`src/rtl/dma_req_sync_router.sv`:
```
module dma_req_sync_router #(
  parameter int NUM_REQ  = 16,
  parameter int NUM_SYNC = 8,
  parameter int CHAN_IDX = 3
) (
  input  logic                clk,
  input  logic                rst_n,
  input  logic [NUM_REQ-1:0]  req_in,
  input  logic [NUM_SYNC-1:0] sync_in,
  input  logic                wr_en,
  input  logic [1:0]          wr_addr,
  input  logic [31:0]         wr_data,
  input  logic [1:0]          rd_addr,
  output logic [31:0]         rd_data,
  output logic                dma_req_o,
  output logic                evt_o,
  output logic                irq_o
);
  localparam int RQ_W   = (NUM_REQ  > 1) ? $clog2(NUM_REQ)  : 1;
  localparam int SY_W   = (NUM_SYNC > 1) ? $clog2(NUM_SYNC) : 1;
  localparam int LEN_W  = 5;
  localparam int REM_W  = LEN_W + 1;
  localparam int F_RID  = 0;
  localparam int F_IE   = 8;
  localparam int F_EGE  = 9;
  localparam int F_SE   = 16;
  localparam int F_POL  = 17;
  localparam int F_LEN  = 19;
  localparam int F_SID  = 24;
  localparam logic [7:0] REQ_LIM  = 8'(NUM_REQ);
  localparam logic [4:0] SYNC_LIM = 5'(NUM_SYNC);
  localparam logic [1:0] A_CTRL = 2'd0, A_STAT = 2'd1, A_CLR = 2'd2;

  logic [7:0]          req_id;
  logic                ovr_ie, evt_en, sync_en;
  logic [1:0]          pol;
  logic [LEN_W-1:0]    burst_len;
  logic [4:0]          sync_id;
  logic [NUM_SYNC-1:0] sync_q;
  logic [REM_W-1:0]    remain;
  logic                ovr;

  logic req_sel, sync_now, sync_prev, edge_hit, open_win;
  logic ctrl_wr, clr_wr;
  logic [31:0] ctrl_word;
  logic unused_bits;

  assign unused_bits = ^{wr_data[31:29], wr_data[15:10]};

  assign req_sel   = (req_id  < REQ_LIM)  ? req_in[req_id[RQ_W-1:0]]  : 1'b0;
  assign sync_now  = (sync_id < SYNC_LIM) ? sync_in[sync_id[SY_W-1:0]] : 1'b0;
  assign sync_prev = (sync_id < SYNC_LIM) ? sync_q[sync_id[SY_W-1:0]]  : 1'b0;
  assign edge_hit  = sync_en & ((pol[0] & sync_now & ~sync_prev) |
                                (pol[1] & ~sync_now & sync_prev));
  assign open_win  = (remain != '0);

  assign dma_req_o = req_sel & (~sync_en | open_win);
  assign evt_o     = evt_en & dma_req_o & (~sync_en | (remain == REM_W'(1)));
  assign irq_o     = ovr & ovr_ie;

  assign ctrl_wr = wr_en & (wr_addr == A_CTRL);
  assign clr_wr  = wr_en & (wr_addr == A_CLR) & wr_data[CHAN_IDX];

  always_comb begin
    ctrl_word = '0;
    ctrl_word[F_RID +: 8]     = req_id;
    ctrl_word[F_IE]           = ovr_ie;
    ctrl_word[F_EGE]          = evt_en;
    ctrl_word[F_SE]           = sync_en;
    ctrl_word[F_POL +: 2]     = pol;
    ctrl_word[F_LEN +: LEN_W] = burst_len;
    ctrl_word[F_SID +: 5]     = sync_id;
  end

  always_comb begin
    case (rd_addr)
      A_CTRL:  rd_data = ctrl_word;
      A_STAT:  rd_data = 32'(ovr) << CHAN_IDX;
      default: rd_data = '0;
    endcase
  end

  always_ff @(posedge clk) begin
    if (!rst_n) begin
      req_id    <= '0;
      ovr_ie    <= 1'b0;
      evt_en    <= 1'b0;
      sync_en   <= 1'b0;
      pol       <= '0;
      burst_len <= '0;
      sync_id   <= '0;
      sync_q    <= '0;
      remain    <= '0;
      ovr       <= 1'b0;
    end else begin
      sync_q <= sync_in;

      if (ctrl_wr) begin
        req_id  <= wr_data[F_RID +: 8];
        ovr_ie  <= wr_data[F_IE];
        evt_en  <= wr_data[F_EGE];
        sync_en <= wr_data[F_SE];
        pol     <= wr_data[F_POL +: 2];
        sync_id <= wr_data[F_SID +: 5];
        if (!sync_en && !evt_en)
          burst_len <= wr_data[F_LEN +: LEN_W];
      end

      if (!sync_en)
        remain <= '0;
      else if (edge_hit && !open_win)
        remain <= {1'b0, burst_len} + REM_W'(1);
      else if (dma_req_o)
        remain <= remain - REM_W'(1);

      if (edge_hit && open_win)
        ovr <= 1'b1;
      else if (clr_wr)
        ovr <= 1'b0;
    end
  end


  closed_gate_chk: assert property (@(posedge clk) disable iff (!rst_n)
    (sync_en && !open_win) |-> !dma_req_o);


  burst_step_chk: assert property (@(posedge clk) disable iff (!rst_n)
    (sync_en && dma_req_o && !ctrl_wr) |=> (remain == $past(remain) - REM_W'(1)));


  len_hold_chk: assert property (@(posedge clk) disable iff (!rst_n)
    (ctrl_wr && (sync_en || evt_en)) |=> $stable(burst_len));


  evt_with_req_chk: assert property (@(posedge clk) disable iff (!rst_n)
    evt_o |-> dma_req_o);


  ovr_set_chk: assert property (@(posedge clk) disable iff (!rst_n)
    (edge_hit && open_win) |=> ovr);


  ovr_sticky_chk: assert property (@(posedge clk) disable iff (!rst_n)
    (ovr && !clr_wr) |=> ovr);
endmodule

```
`config.mk`:
```
export PLATFORM = sky130hd
export DESIGN_NAME = dma_req_sync_router
export DESIGN_NICKNAME = d
export VERILOG_FILES = /design/src/rtl/dma_req_sync_router.sv
export SDC_FILE = /design/constraint.sdc
export NUM_CORES = 1
export LEC_CHECK = 0
export ABC_AREA = 1
export ABC_CLOCK_PERIOD_IN_PS = 2070
export BUFFER_PORTS_ARGS = -buffer_cell sky130_fd_sc_hd__clkbuf_2
export CAP_MARGIN = 20
export CORE_ASPECT_RATIO = 1.1
export CORE_MARGIN = 2
export CORE_UTILIZATION = 47
export CTS_CLUSTER_DIAMETER = 60
export CTS_CLUSTER_SIZE = 20
export DETAILED_ROUTE_END_ITERATION = 16
export PLACE_DENSITY = 0.91
export SYNTH_ARGS = -nofsm -noshare
export SYNTH_HDL_FRONTEND = slang
export SYNTH_SLANG_ARGS = --single-unit
```
`constraint.sdc`:
```
create_clock -name clk -period 2.07 [get_ports clk]
set_input_delay 0 -clock clk [delete_from_list [all_inputs] [get_ports clk]]
set_output_delay 0 -clock clk [all_outputs]
set_load 0.005 [all_outputs]
```
**Word level (Yosys, flattened, before mapping)**

Index checks and enable logic that the tools add are counted.

- Bits in registers: 38
- Input bits: 63
- Output and inout bits: 35

- $add $sub $neg: 2
- Order comparisons: 4
- Eq/ne operators: 3
- Mux-type cells: 14
- Bitwise gates (word level): 18
- Reductions and logical operators: 13

Operators with widths:

| operator | count |
|---|---|
| case mux 29 bit (2 select lines) | 1 |
| AND 1 bit | 12 |
| 2-to-1 mux 6 bit | 2 |
| < comparator 8 x 5 -> 1 bit (second input constant) | 1 |
| 2-to-1 mux 1 bit | 8 |
| adder 5 x 1 -> 6 bit (second input constant) | 1 |
| binary-select mux 1 bit (select 3 bit) | 2 |
| == test 6 x 1 -> 1 bit (second input constant) | 1 |
| nonzero test 6 bit | 1 |
| subtractor 6 x 1 -> 6 bit (second input constant) | 1 |
| < comparator 4 x 5 -> 1 bit (second input constant) | 1 |
| < comparator 5 x 4 -> 1 bit (second input constant) | 1 |
| binary-select mux 1 bit (select 4 bit) | 1 |
| logical NOT 2 bit | 2 |
| < comparator 3 x 4 -> 1 bit (second input constant) | 1 |
| AND reduction 2 bit | 2 |
| nonzero test 2 bit | 2 |
| logical AND 1 bit | 3 |
| logical NOT 1 bit | 3 |
| inverter 1 bit | 3 |
| bitwise OR 1 bit | 3 |
| == test 2 x 1 -> 1 bit (second input constant) | 1 |
| == test 2 bit (second input constant) | 1 |

**Longest topological paths before layout**

Gate-level depths: netlist of run 1.

- Depth in word-level cells: 10
- Gate-level depth with buffers: 15
- Depth with buffers taken out: 13

**Worst setup path after synthesis of run 1**

No wires, ideal clock.

- Kind: register to register
- Start: reg sync_id[0]
- End: reg remain[3]
- Setup time: 0.111 ns
- Arrival: 1.341 ns
- Required time: 1.959 ns
- Setup slack: 0.618 ns
- Stages on the path, launching flop included: 15
- Path through: dfxtp_1 > buf_6 > inv_8 > nand2_1 > nand2_1 > nand2_1 > nand3_1 > nand3_2 > nand2_1 > nand4_2 > buf_6 > nand2_1 > nand2_1 > nor2_1 > nor2_1

- Word-level cells in the longest chain between the ends: 10

RTL lines:

| item | line | source |
|---|---|---|
| start, declared | 38 | `logic [4:0] sync_id;` |
| start signal, assigned | 104 | `sync_id <= wr_data[F_SID +: 5];` |
| binary-select mux 1 bit (select 3 bit) | 51 | `assign sync_now = (sync_id < SYNC_LIM) ? sync_in[sync_id[SY_W-1:0]] : 1'b0;` |
| 2-to-1 mux 1 bit (not written as such) | 51 |  |
| 2-to-1 mux 1 bit | 51 |  |
| inverter 1 bit | 54 | `(pol[1] & ~sync_now & sync_prev));` |
| AND 1 bit (2 in a row) | 54 |  |
| bitwise OR 1 bit * | 53 | `assign edge_hit = sync_en & ((pol[0] & sync_now & ~sync_prev) \|` |
| AND 1 bit * | 53 |  |
| logical AND 1 bit * | 111 | `else if (edge_hit && !open_win)` |
| 2-to-1 mux 6 bit or nonzero test 2 bit (tied branches) | -- |  |
| end signal, assigned | 112 | `remain <= {1'b0, burst_len} + REM_W'(1);` |
| end signal, assigned | 114 | `remain <= remain - REM_W'(1);` |
| end, declared | 40 | `logic [REM_W-1:0] remain;` |

Every way passes the cells marked *; elsewhere a longest branch is shown, timed or not. The select of a mux whose other input is x is not followed.
A chain may end at the register's enable or synchronous reset.

**Final worst setup path of run 1**

- Start: reg req_id[0]
- End: out evt_o

- Word-level cells in the longest chain between the ends: 6

RTL lines:

| item | line | source |
|---|---|---|
| start, declared | 34 | `logic [7:0] req_id;` |
| start signal, assigned | 99 | `req_id <= wr_data[F_RID +: 8];` |
| binary-select mux 1 bit (select 4 bit) | 50 | `assign req_sel = (req_id < REQ_LIM) ? req_in[req_id[RQ_W-1:0]] : 1'b0;` |
| 2-to-1 mux 1 bit (not written as such) | 50 |  |
| 2-to-1 mux 1 bit * | 50 |  |
| AND 1 bit * | 57 | `assign dma_req_o = req_sel & (~sync_en \| open_win);` |
| AND 1 bit * (2 in a row) | 58 | `assign evt_o = evt_en & dma_req_o & (~sync_en \| (remain == REM_W'(1)));` |
| end, declared | 16 | `output logic evt_o,` |

Marked as above.

==> run_results.csv, run 1 <==
group,metric,value,unit
run_status,status,"completed",
die,dieHeight,75.8,microns
synth,syn_area,2200,sq um
drt,dr_total_vias,2420,
timing,grt_setup_unrepaired,"false",
critical_path,rr_worst_depth,12,
finish,design_area,2910,sq um
critical_path,cp_slowest_cell,"dfxtp_2",
finish,antenna_cells,0,
critical_path,cp.arrival,1.87,ns
placed_design,dp_hpwl,3.93,mm
drt,drtPass1Iterations,4,
placed_design,place.port_buffers,79,
timing,setup_viol,0,
critical_path,worst_r2r_startpoint,"sync_id[0]",
clocking,cts_tree,"built",
synth,seq_area_frac_synth,0.345,
timing,skew,0.00752,ns
placed_design,placedInstanceArea,2600,sq um
die,io_pins,98,
synth,synth_cells,334,
drt,wl_per_cell,11.7,microns
finish,area_growth_syn_to_layout,32.1,%
timing,hold_ws,0.00517,ns
finish,post_route_cells_drive_above_1_share,0.243,
placed_design,dp.cells,461,
timing,finalSetupTns,0,ns
power,p_total,1.63,mW
grt,grt_pass1_vias,2332,
timing,min_period_over_period,0.904,
timing,setup_slack,0.199,ns
finish,final_util,0.635,
timing,max_freq,0.534,GHz
clocking,clkLatencyLatePin,0.29,ns
synth,yosys_warnings,0,
critical_path,r2r_end,"remain[2]",
critical_path,critPathKind,"reg -> out",
grt,grtUsageTotal,0.221,
finish,layout_common_cells,"clkbuf_2, nor2_1, inv_1",
clocking,cts_htree_levels,2,
clocking,clock_sinks,38,
timing,hold_viol,0,
timing,period_minus_slack,1.87,ns
placed_design,place.gp.congestion,0.837,
job,cap_viol_max_count,0,
clocking,cts_max_path_buffers,2,
drt,drcViolationCount,0,
drt,antenna_left,0,
synth,ys_seq_elements,38,
die,dieArea,5260,sq um
critical_path,rrSetupSlack,0.26,ns
critical_path,cpMostUsedCell,"nand2_2",
critical_path,endpoint_kind,"output pin",
synth,synth_cell_types,30,
critical_path,required,2.07,ns
placed_design,post-place-ws,0.302,ns
power,pwr_density_cell,558,nW/um^2
worst_hold_path,min_to,"pol[0]",
worst_hold_path,hold_class,"in -> reg",
worst_hold_path,worstHoldPathCells,3,
timing,max_slew_margin,0.623,
die,core-area,4590,sq um
synth,avgSynthCellArea,6.60,sq um
die,rows,26,
timing,slew_violations,0,
finish,nets,503,
power,ir_worst_vdd,0.333,mV
critical_path,crit_path_start_kind,"register",
grt,grt_antenna_before_repair,0,
clocking,clock-root-buffer,"clkbuf_8",
critical_path,cp_cell_sequence,"inv_2 -> buf_4 -> nor2_1 -> o211ai_1 -> nand3_1 -> nand2_2 -> nand2_2 -> a211oi_1 -> clkbuf_2",
synth,ys_top_cells_by_area,"dfxtp_1, nor2_1, inv_1",
grt,grt_max_degree,34,
power,leakage,1.46,nW
synth,yosys.area.top_type,"dfxtp_1",
drt,first_iter_violations,93,
clocking,cts_inserted_buffers,5,
clocking,cts.reportedPaths.clkPinSlew,0.07,ns
critical_path,slowest_delay,0.37,ns
grt,grt-ovfl-total,0,
finish,final_common_cell,"clkbuf_2",
grt,grt_pass1_wl,9.26,mm
worst_hold_path,holdCritStartpoint,"wr_data[17]",
finish,final_cell_count_no_fill,492,
critical_path,worstPathMaxFanout,10,
drt,wl,5.74,mm
die,start_util,0.481,
synth,yosysTopAreaCellShare,0.345,
drt,avgViaCountPerCell,4.92,
die,fp.dieW,69.3,microns
timing,tightest_slew,0.565,ns
## flip-flops by register name, indices dropped and copies added, names as in the netlist
name       cells
burst_len      5
sync_q         8
sync_en        1
pol            2
req_id         8
remain         6
evt_en         1
ovr            1
ovr_ie         1
sync_id        5
## synth_stat cells
cell type / instances
nor2_1: 58
inv_1: 49
nand2_1: 41
dfxtp_1: 38
o21ai_0: 34
a21oi_1: 24
nand3_1: 20
buf_4: 9
clkbuf_1: 8
nand4_1: 7
xor2_1: 7
nor3_1: 5
ha_1: 4
inv_2: 4
nand2_2: 4
buf_6: 3
o211ai_1: 3
a211oi_1: 2
nand3b_1: 2
o21ai_1: 2
a21oi_2: 1
conb_1: 1
inv_8: 1
nand2_4: 1
nand3_2: 1
nand4_2: 1
nor2_2: 1
nor4_1: 1
o21a_1: 1
or2_0: 1
## logic make-up after synthesis
kind of cell,after synthesis,synth area share
adder cells (fa/ha/maj),4,0.0227
AND/OR/NAND/NOR,143,0.287
XOR/XNOR,7,0.0278
buffers and inverters,74,0.155
other,1,0.00170
AO/OA/AOI/OAI,67,0.161
flip-flops,38,0.345
## cell type report
type | instances | area (sq um)
Sequential cell | 38 | 763
Tap cell | 56 | 70.1
Fill cell | 404 | 1670
Inverter | 54 | 210
Timing Repair Buffer | 107 | 661
Clock buffer | 7 | 76.3
Multi-Input combinational cell | 230 | 1130
## critical path: cells and delay by family (launching register included)
kind | cells | cell delay, ns
flops | 1 | 0.37
simple gates | 4 | 0.38
compound gates | 2 | 0.42
buf+inv | 3 | 0.42
## routing by layer
layer,part of all wire,global-route usage,vias to the layer above
met1,0.40,0.213,1094
met3,0.053,0.0410,8
met4,0.019,0.105,0
li1,-,-,1246
met5,0,0,-
met2,0.52,0.460,72
## how the worst max path moves through the flow
stage | startpoint | cells past startpoint | end
after floorplan | sync_id[0] | 14 | remain[3]
after global placement | sync_id[0] | 13 | remain[2]
after detailed placement | sync_id[0] | 13 | remain[2]
after CTS | req_id[0] | 10 | evt_o
after global routing | req_id[0] | 10 | evt_o
final | req_id[0] | 9 | evt_o
## power breakdown
group          internal [mW]  switching [mW]
Sequential             0.766          0.0228
Clock                  0.232           0.246
Combinational          0.158           0.202
Total                   1.16           0.470
## what timing repair did
item                                   4_1_cts  5_1_grt
hold buffers                                22        0
buffers inserted                             0        2
endpoints found under the hold margin       22        0
setup endpoints to repair                    0        1
resized for setup                            0        2
Power figures use the tool's default switching activity.
==> inputs of run 2 (changes only) <==
- ABC_CLOCK_PERIOD_IN_PS: 2070 -> 2100
- CORE_MARGIN: 2 -> default
- HOLD_SLACK_MARGIN: default -> 0.15
- clock period: 2.07 -> 2.1 ns (I/O delays scaled with it)
==> run 2 against run 1 <==
Effect of this change: power up 2.5%; combinational power is 3% higher; first-iteration DRC count shrank 1.1%; utilization grew 5.2 points; global-route usage grew 3.7 points; sequential cell count stayed put; non-clock buffer count is 10 higher; die area shrank 5.4%; hold slack better by 0.21 ns; register-to-register slack improved by 0.06 ns; routed wire length is 5.4% higher; clock power is 8.4% higher; critical endpoint unchanged; highest routed layer unchanged.
==> run_results.csv, run 2 (synthesis results as in run 1) <==
group,metric,value,unit
timing,max_freq,0.540,GHz
drt,drcViolationCount,0,
placed_design,placedInstanceArea,2600,sq um
clocking,cts_tree,"built",
run_status,status,"completed",
drt,avgViaCountPerCell,5.07,
critical_path,crit_path_start_kind,"register",
timing,max_slew_margin,0.605,
timing,min_period_over_period,0.882,
power,leakage,1.52,nW
clocking,cts_htree_levels,2,
die,core-area,4410,sq um
die,rows,25,
clocking,cts_inserted_buffers,5,
timing,skew,0.00394,ns
power,pwr_density_cell,550,nW/um^2
finish,multiInputGateArea,1140,sq um
clocking,cts.reportedPaths.clkPinSlew,0.07,ns
placed_design,place.port_buffers,79,
drt,drtPass1Iterations,4,
finish,post_route_cells_drive_above_1_share,0.237,
timing,slew_violations,0,
finish,top_regs,"req_id x8, sync_q x8, remain x6",
finish,layout_common_cells,"clkbuf_2, nor2_1, inv_1",
placed_design,dp_hpwl,3.94,mm
grt,grtUsageTotal,0.259,
drt,wl,6.05,mm
timing,hold_ws,0.212,ns
placed_design,post-place-ws,0.331,ns
clocking,cts_max_path_buffers,2,
timing,tightest_slew,0.593,ns
clocking,clkLatencyLatePin,0.29,ns
finish,area_growth_syn_to_layout,37.5,%
finish,fill_cells,367,
die,io_pins,98,
worst_hold_path,hold_class,"in -> reg",
die,start_util,0.500,
die,fp.dieW,67.3,microns
clocking,clock-root-buffer,"clkbuf_8",
power,ir_worst_vdd,0.434,mV
timing,setup_viol,0,
critical_path,endpoint_kind,"output pin",
finish,final_common_cell,"clkbuf_2",
placed_design,place.gp.congestion,0.864,
finish,nets,513,
drt,first_iter_violations,92,
finish,seq_area,761,sq um
critical_path,cp.arrival,1.85,ns
timing,period_minus_slack,1.85,ns
grt,grt_max_degree,34,
finish,design_area,3030,sq um
drt,dr_total_vias,2538,
grt,grt_pass1_vias,2279,
drt,antenna_left,0,
finish,antenna_cells,0,
grt,grt_antenna_before_repair,0,
grt,grt_pass1_wl,9.50,mm
clocking,clock_sinks,38,
job,cap_viol_max_count,0,
grt,grt-ovfl-total,0,
drt,wl_per_cell,12.1,microns
timing,grt_setup_unrepaired,"false",
critical_path,critPathKind,"reg -> out",
timing,finalSetupTns,0,ns
timing,hold_viol,0,
die,dieHeight,73.8,microns
critical_path,required,2.10,ns
critical_path,worstPathMaxFanout,10,
die,dieArea,4970,sq um
timing,setup_slack,0.247,ns
==> run 2: changes by cell type in the layout (fill, tap and decap cells not counted) <==
cell / delta
dlygate4sd3_1: +11
clkbuf_8: +1
buf_4: -1
clkbuf_1: -1
dfxtp_1: +2
clkinv_2: +1
a211oi_1: -1
a211oi_2: +1
dfxtp_2: -2
==> run 2: worst max-delay path, cell delays in order, from the launching register on <==
cell and delay [ns]:
dfxtp_1 0.39, inv_2 0.16, nor2_1 0.05, nor2_1 0.07, o21ai_0 0.08, o211ai_1 0.10
nand3b_1 0.11, nand2_2 0.10, nand2_2 0.14, a211oi_2 0.19, clkbuf_2 0.15
==> run 2: metrics by stage <==
stage	total power, mW	utilization	instances
2_1_floorplan	1.01	-	342
3_3_place_gp	1.10	0.589	459
3_5_place_dp	1.11	0.589	459
4_1_cts	1.66	0.684	500
5_1_grt	1.76	0.687	501
6_report	1.67	0.687	501
==> run 2: where the power goes <==
part,internal [mW],switching (mW),total (mW)
Clock,0.265,0.253,0.518
Sequential,0.755,0.0223,0.777
Combinational,0.168,0.204,0.372
==> run 2: worst paths after layout <==
kind | start | endpoint | slack (ns) | cells after the start
worst max-delay path | req_id[0] | evt_o | 0.25 | 10
worst min-delay path | wr_addr[1] | req_id[3] | 0.21 | 5
worst min register to register | sync_id[4] | sync_id[4] | 0.48 | 2
worst max register to register | sync_id[0] | remain[2] | 0.32 | 12
==> run 2: final cells by class <==
| cell class | count | area share |
|---|---|---|
| clock buffer | 7 | 0.0285 |
| clock inverter | 1 | 0.00165 |
| inverter | 54 | 0.0694 |
| multi-input combinational | 230 | 0.375 |
| sequential | 38 | 0.251 |
| tap | 54 | 0.0223 |
| timing repair buffer | 117 | 0.252 |
==> run 2: per-layer routing <==
metal / vias to the layer above / part of all wire / global-route usage
met5: - / 0 / 0
met4: 0 / 0.038 / 0.147
met3: 22 / 0.051 / 0.0481
met2: 94 / 0.51 / 0.463
met1: 1153 / 0.40 / 0.279
li1: 1269 / - / -
==> run 2: repair_timing <==
item | in CTS | in global routing
hold buffers | 33 | 0
setup buffers | 0 | 1
resized for setup | 0 | 1
endpoints found under the setup margin | 0 | 1
endpoints found under the hold margin | 32 | 0
==> inputs of run 3 (changes only) <==
- ABC_AREA: 1 -> 0
- ABC_CLOCK_PERIOD_IN_PS: 2100 -> 1900
- clock period: 2.1 -> 1.9 ns (I/O delays scaled with it)
==> run 3 against run 2 <==
Effect of this change: final cell count is 15% lower; hold slack worse by 0.011 ns; global-route usage is 3.3 points higher; synthesized area is 1.5% lower; final area is 5.5% higher; the run now ends with setup timing left; synthesized cell count is 27% lower; first-iteration DRC count is 27% higher; worst setup slack worse by 0.45 ns; register-to-register slack worse by 0.52 ns; combinational power is 2% higher; sequential power is 9.3% higher; power is 4.8% higher; highest routed layer unchanged.
==> run_results.csv, run 3 <==
group,metric,value,unit
die,io_pins,98,
timing,slew_violations,0,
finish,final_common_cell,"clkbuf_2",
critical_path,endpoint_kind,"register",
grt,grt-ovfl-total,0,
clocking,clkLatencyLatePin,0.29,ns
worst_hold_path,holdCritStartpoint,"rst_n",
synth,yosys-top-cells-count,"nand2_1, dfxtp_1, and2_1, a21boi_0, mux2i_1",
timing,hold_viol,0,
critical_path,cp_cell_sequence,"or4_4 -> a31oi_4 -> nand4_4 -> a2111oi_2 -> xnor2_1 -> o22ai_1",
power,leakage,1.40,nW
timing,period_minus_slack,2.10,ns
synth,synth_cells,244,
finish,area_growth_syn_to_layout,47.3,%
critical_path,slowest_delay,0.54,ns
grt,grt_pass1_vias,2375,
worst_hold_path,min_to,"remain[5]",
critical_path,r2r_end,"remain[4]",
clocking,clock_sinks,38,
placed_design,place.gp.congestion,0.838,
synth,yosys_most_used_dff,"dfxtp_1",
drt,first_iter_violations,117,
timing,skew,0.00623,ns
finish,antenna_cells,0,
synth,synth_edf_count,0,
finish,top_regs,"req_id x8, sync_q x8, remain x6",
synth,yosys_warnings,0,
placed_design,place.port_buffers,79,
critical_path,cp_slowest_cell,"or4_4",
run_status,violations,"setup timing",
die,fp.dieW,66.8,microns
timing,setup_viol,8,
grt,grt_pass1_wl,10.5,mm
clocking,cts_inserted_buffers,5,
clocking,clock-root-buffer,"clkbuf_8",
timing,setup_slack,-0.204,ns
drt,antenna_left,0,
run_status,status,"finished with violations",
synth,synth_most_common_cell,"nand2_1",
timing,min_period_over_period,1.11,
power,ir_worst_vdd,0.552,mV
timing,grt_setup_unrepaired,"true",
timing,max_freq,0.475,GHz
finish,design_area,3200,sq um
grt,grtUsageTotal,0.292,
clocking,cts_max_path_buffers,2,
critical_path,worst_r2r_startpoint,"req_id[7]",
critical_path,required,2.07,ns
drt,dr_total_vias,2275,
clocking,cts.reportedPaths.clkPinSlew,0.07,ns
finish,layout_common_cells,"clkbuf_2, nand2_1, dfxtp_1",
die,start_util,0.496,
power,pwr_density_cell,547,nW/um^2
synth,ys_seq_elements,38,
synth,synth_cell_types,38,
critical_path,cp.arrival,2.27,ns
timing,finalSetupTns,-1.01,ns
critical_path,critPathKind,"reg -> reg",
worst_hold_path,worstHoldPathCells,3,
synth,seq_area_frac_synth,0.350,
die,rows,25,
critical_path,crit_path_start_kind,"register",
critical_path,rrSetupSlack,-0.20,ns
synth,yosysTopAreaCellShare,0.350,
grt,grt_max_degree,34,
drt,avgViaCountPerCell,5.34,
synth,syn_area,2170,sq um
placed_design,placedInstanceArea,2720,sq um
critical_path,crit_family,"compound AO/OA/AOI/OAI gates",
worst_hold_path,hold_class,"in -> reg",
drt,drcViolationCount,0,
placed_design,post-place-ws,-0.127,ns
critical_path,rr_worst_depth,6,
synth,async_flop_share,0,
synth,avgSynthCellArea,8.90,sq um
die,core-area,4380,sq um
finish,nets,439,
critical_path,crit_buf_inv,0,
clocking,cts_tree,"built",
die,dieArea,4900,sq um
grt,grt_antenna_before_repair,0,
job,cap_viol_max_count,0,
synth,yosys.area.top_type,"dfxtp_1",
drt,wl,6.68,mm
synth,ys_top_cells_by_area,"dfxtp_1, and2_1, nand2_1",
finish,post_route_cells_drive_above_1_share,0.355,
die,dieHeight,73.3,microns
placed_design,dp_hpwl,4.30,mm
drt,wl_per_cell,15.7,microns
clocking,cts_htree_levels,2,
drt,drtPass1Iterations,4,
critical_path,worstPathMaxFanout,5,
-- run 3: logic make-up after synthesis --
kind of cell,synth area share
xor gates and xnor gates,0.0323
other,0.00173
muxes,0.120
buffers and inverters,0.0605
adders and majority gates,0.0231
DFF,0.350
and+or+nand+nor,0.273
AOI/OAI and AO/OA,0.139
-- run 3: timing repair --
item                                    CTS  global route
hold endpoints to repair                 32             0
endpoints found under the setup margin    9             9
hold buffers                             33             0
gates resized for setup                  16             0
buffers inserted                          1             0
pin swaps                                 2             2
cloned                                    0             0
-- run 3: power by group --
group	switching [mW]	internal (mW)
Combinational	0.160	0.221
Sequential	0.0252	0.824
Clock	0.265	0.253
-- run 3: how the worst max path moves through the flow --
| stage | end | startpoint | depth (start not counted) | slack [ns] |
|---|---|---|---|---|
| 2_1_floorplan | remain[1] | req_id[7] | 6 | -0.04 |
| 3_3_place_gp | remain[5] | req_id[7] | 6 | -0.08 |
| 3_5_place_dp | remain[4] | req_id[7] | 6 | -0.13 |
| 4_1_cts | remain[4] | req_id[7] | 6 | -0.18 |
| 5_1_grt | remain[3] | req_id[7] | 6 | -0.28 |
| 6_report | remain[4] | req_id[7] | 6 | -0.20 |
-- run 3: metrics by stage --
| stage | power (mW) | instances | hold slack (ns) | utilization |
|---|---|---|---|---|
| after global routing | 1.83 | 426 | 0.221 | 0.730 |
| after floorplan | 1.04 | 252 | 0.0311 | - |
| after detailed placement | 1.16 | 385 | 0.221 | 0.621 |
| after CTS | 1.74 | 426 | 0.170 | 0.730 |
| after global placement | 1.15 | 385 | 0.214 | 0.621 |
| final | 1.75 | 426 | 0.201 | 0.730 |
-- run 3: final cells by class --
cell class / count / area (sq um)
timing repair buffer: 135 / 917
multi-input combinational: 189 / 1360
clock buffer: 7 / 76.3
inverter: 3 / 11.3
fill: 294 / 1180
tap: 54 / 67.6
sequential: 38 / 763
-- run 3: worst min-delay path: stages --
cell,delay [ns]
clkbuf_2,0.09
nand2_1,0.19
o32ai_1,0.17
-- run 3: layer usage --
metal  vias up  share of wire  global-route usage
li1       1067              -                   -
met1      1060           0.36               0.291
met2       120           0.53               0.539
met3        28          0.063              0.0668
met4         0          0.042               0.177
met5         -              0                   0
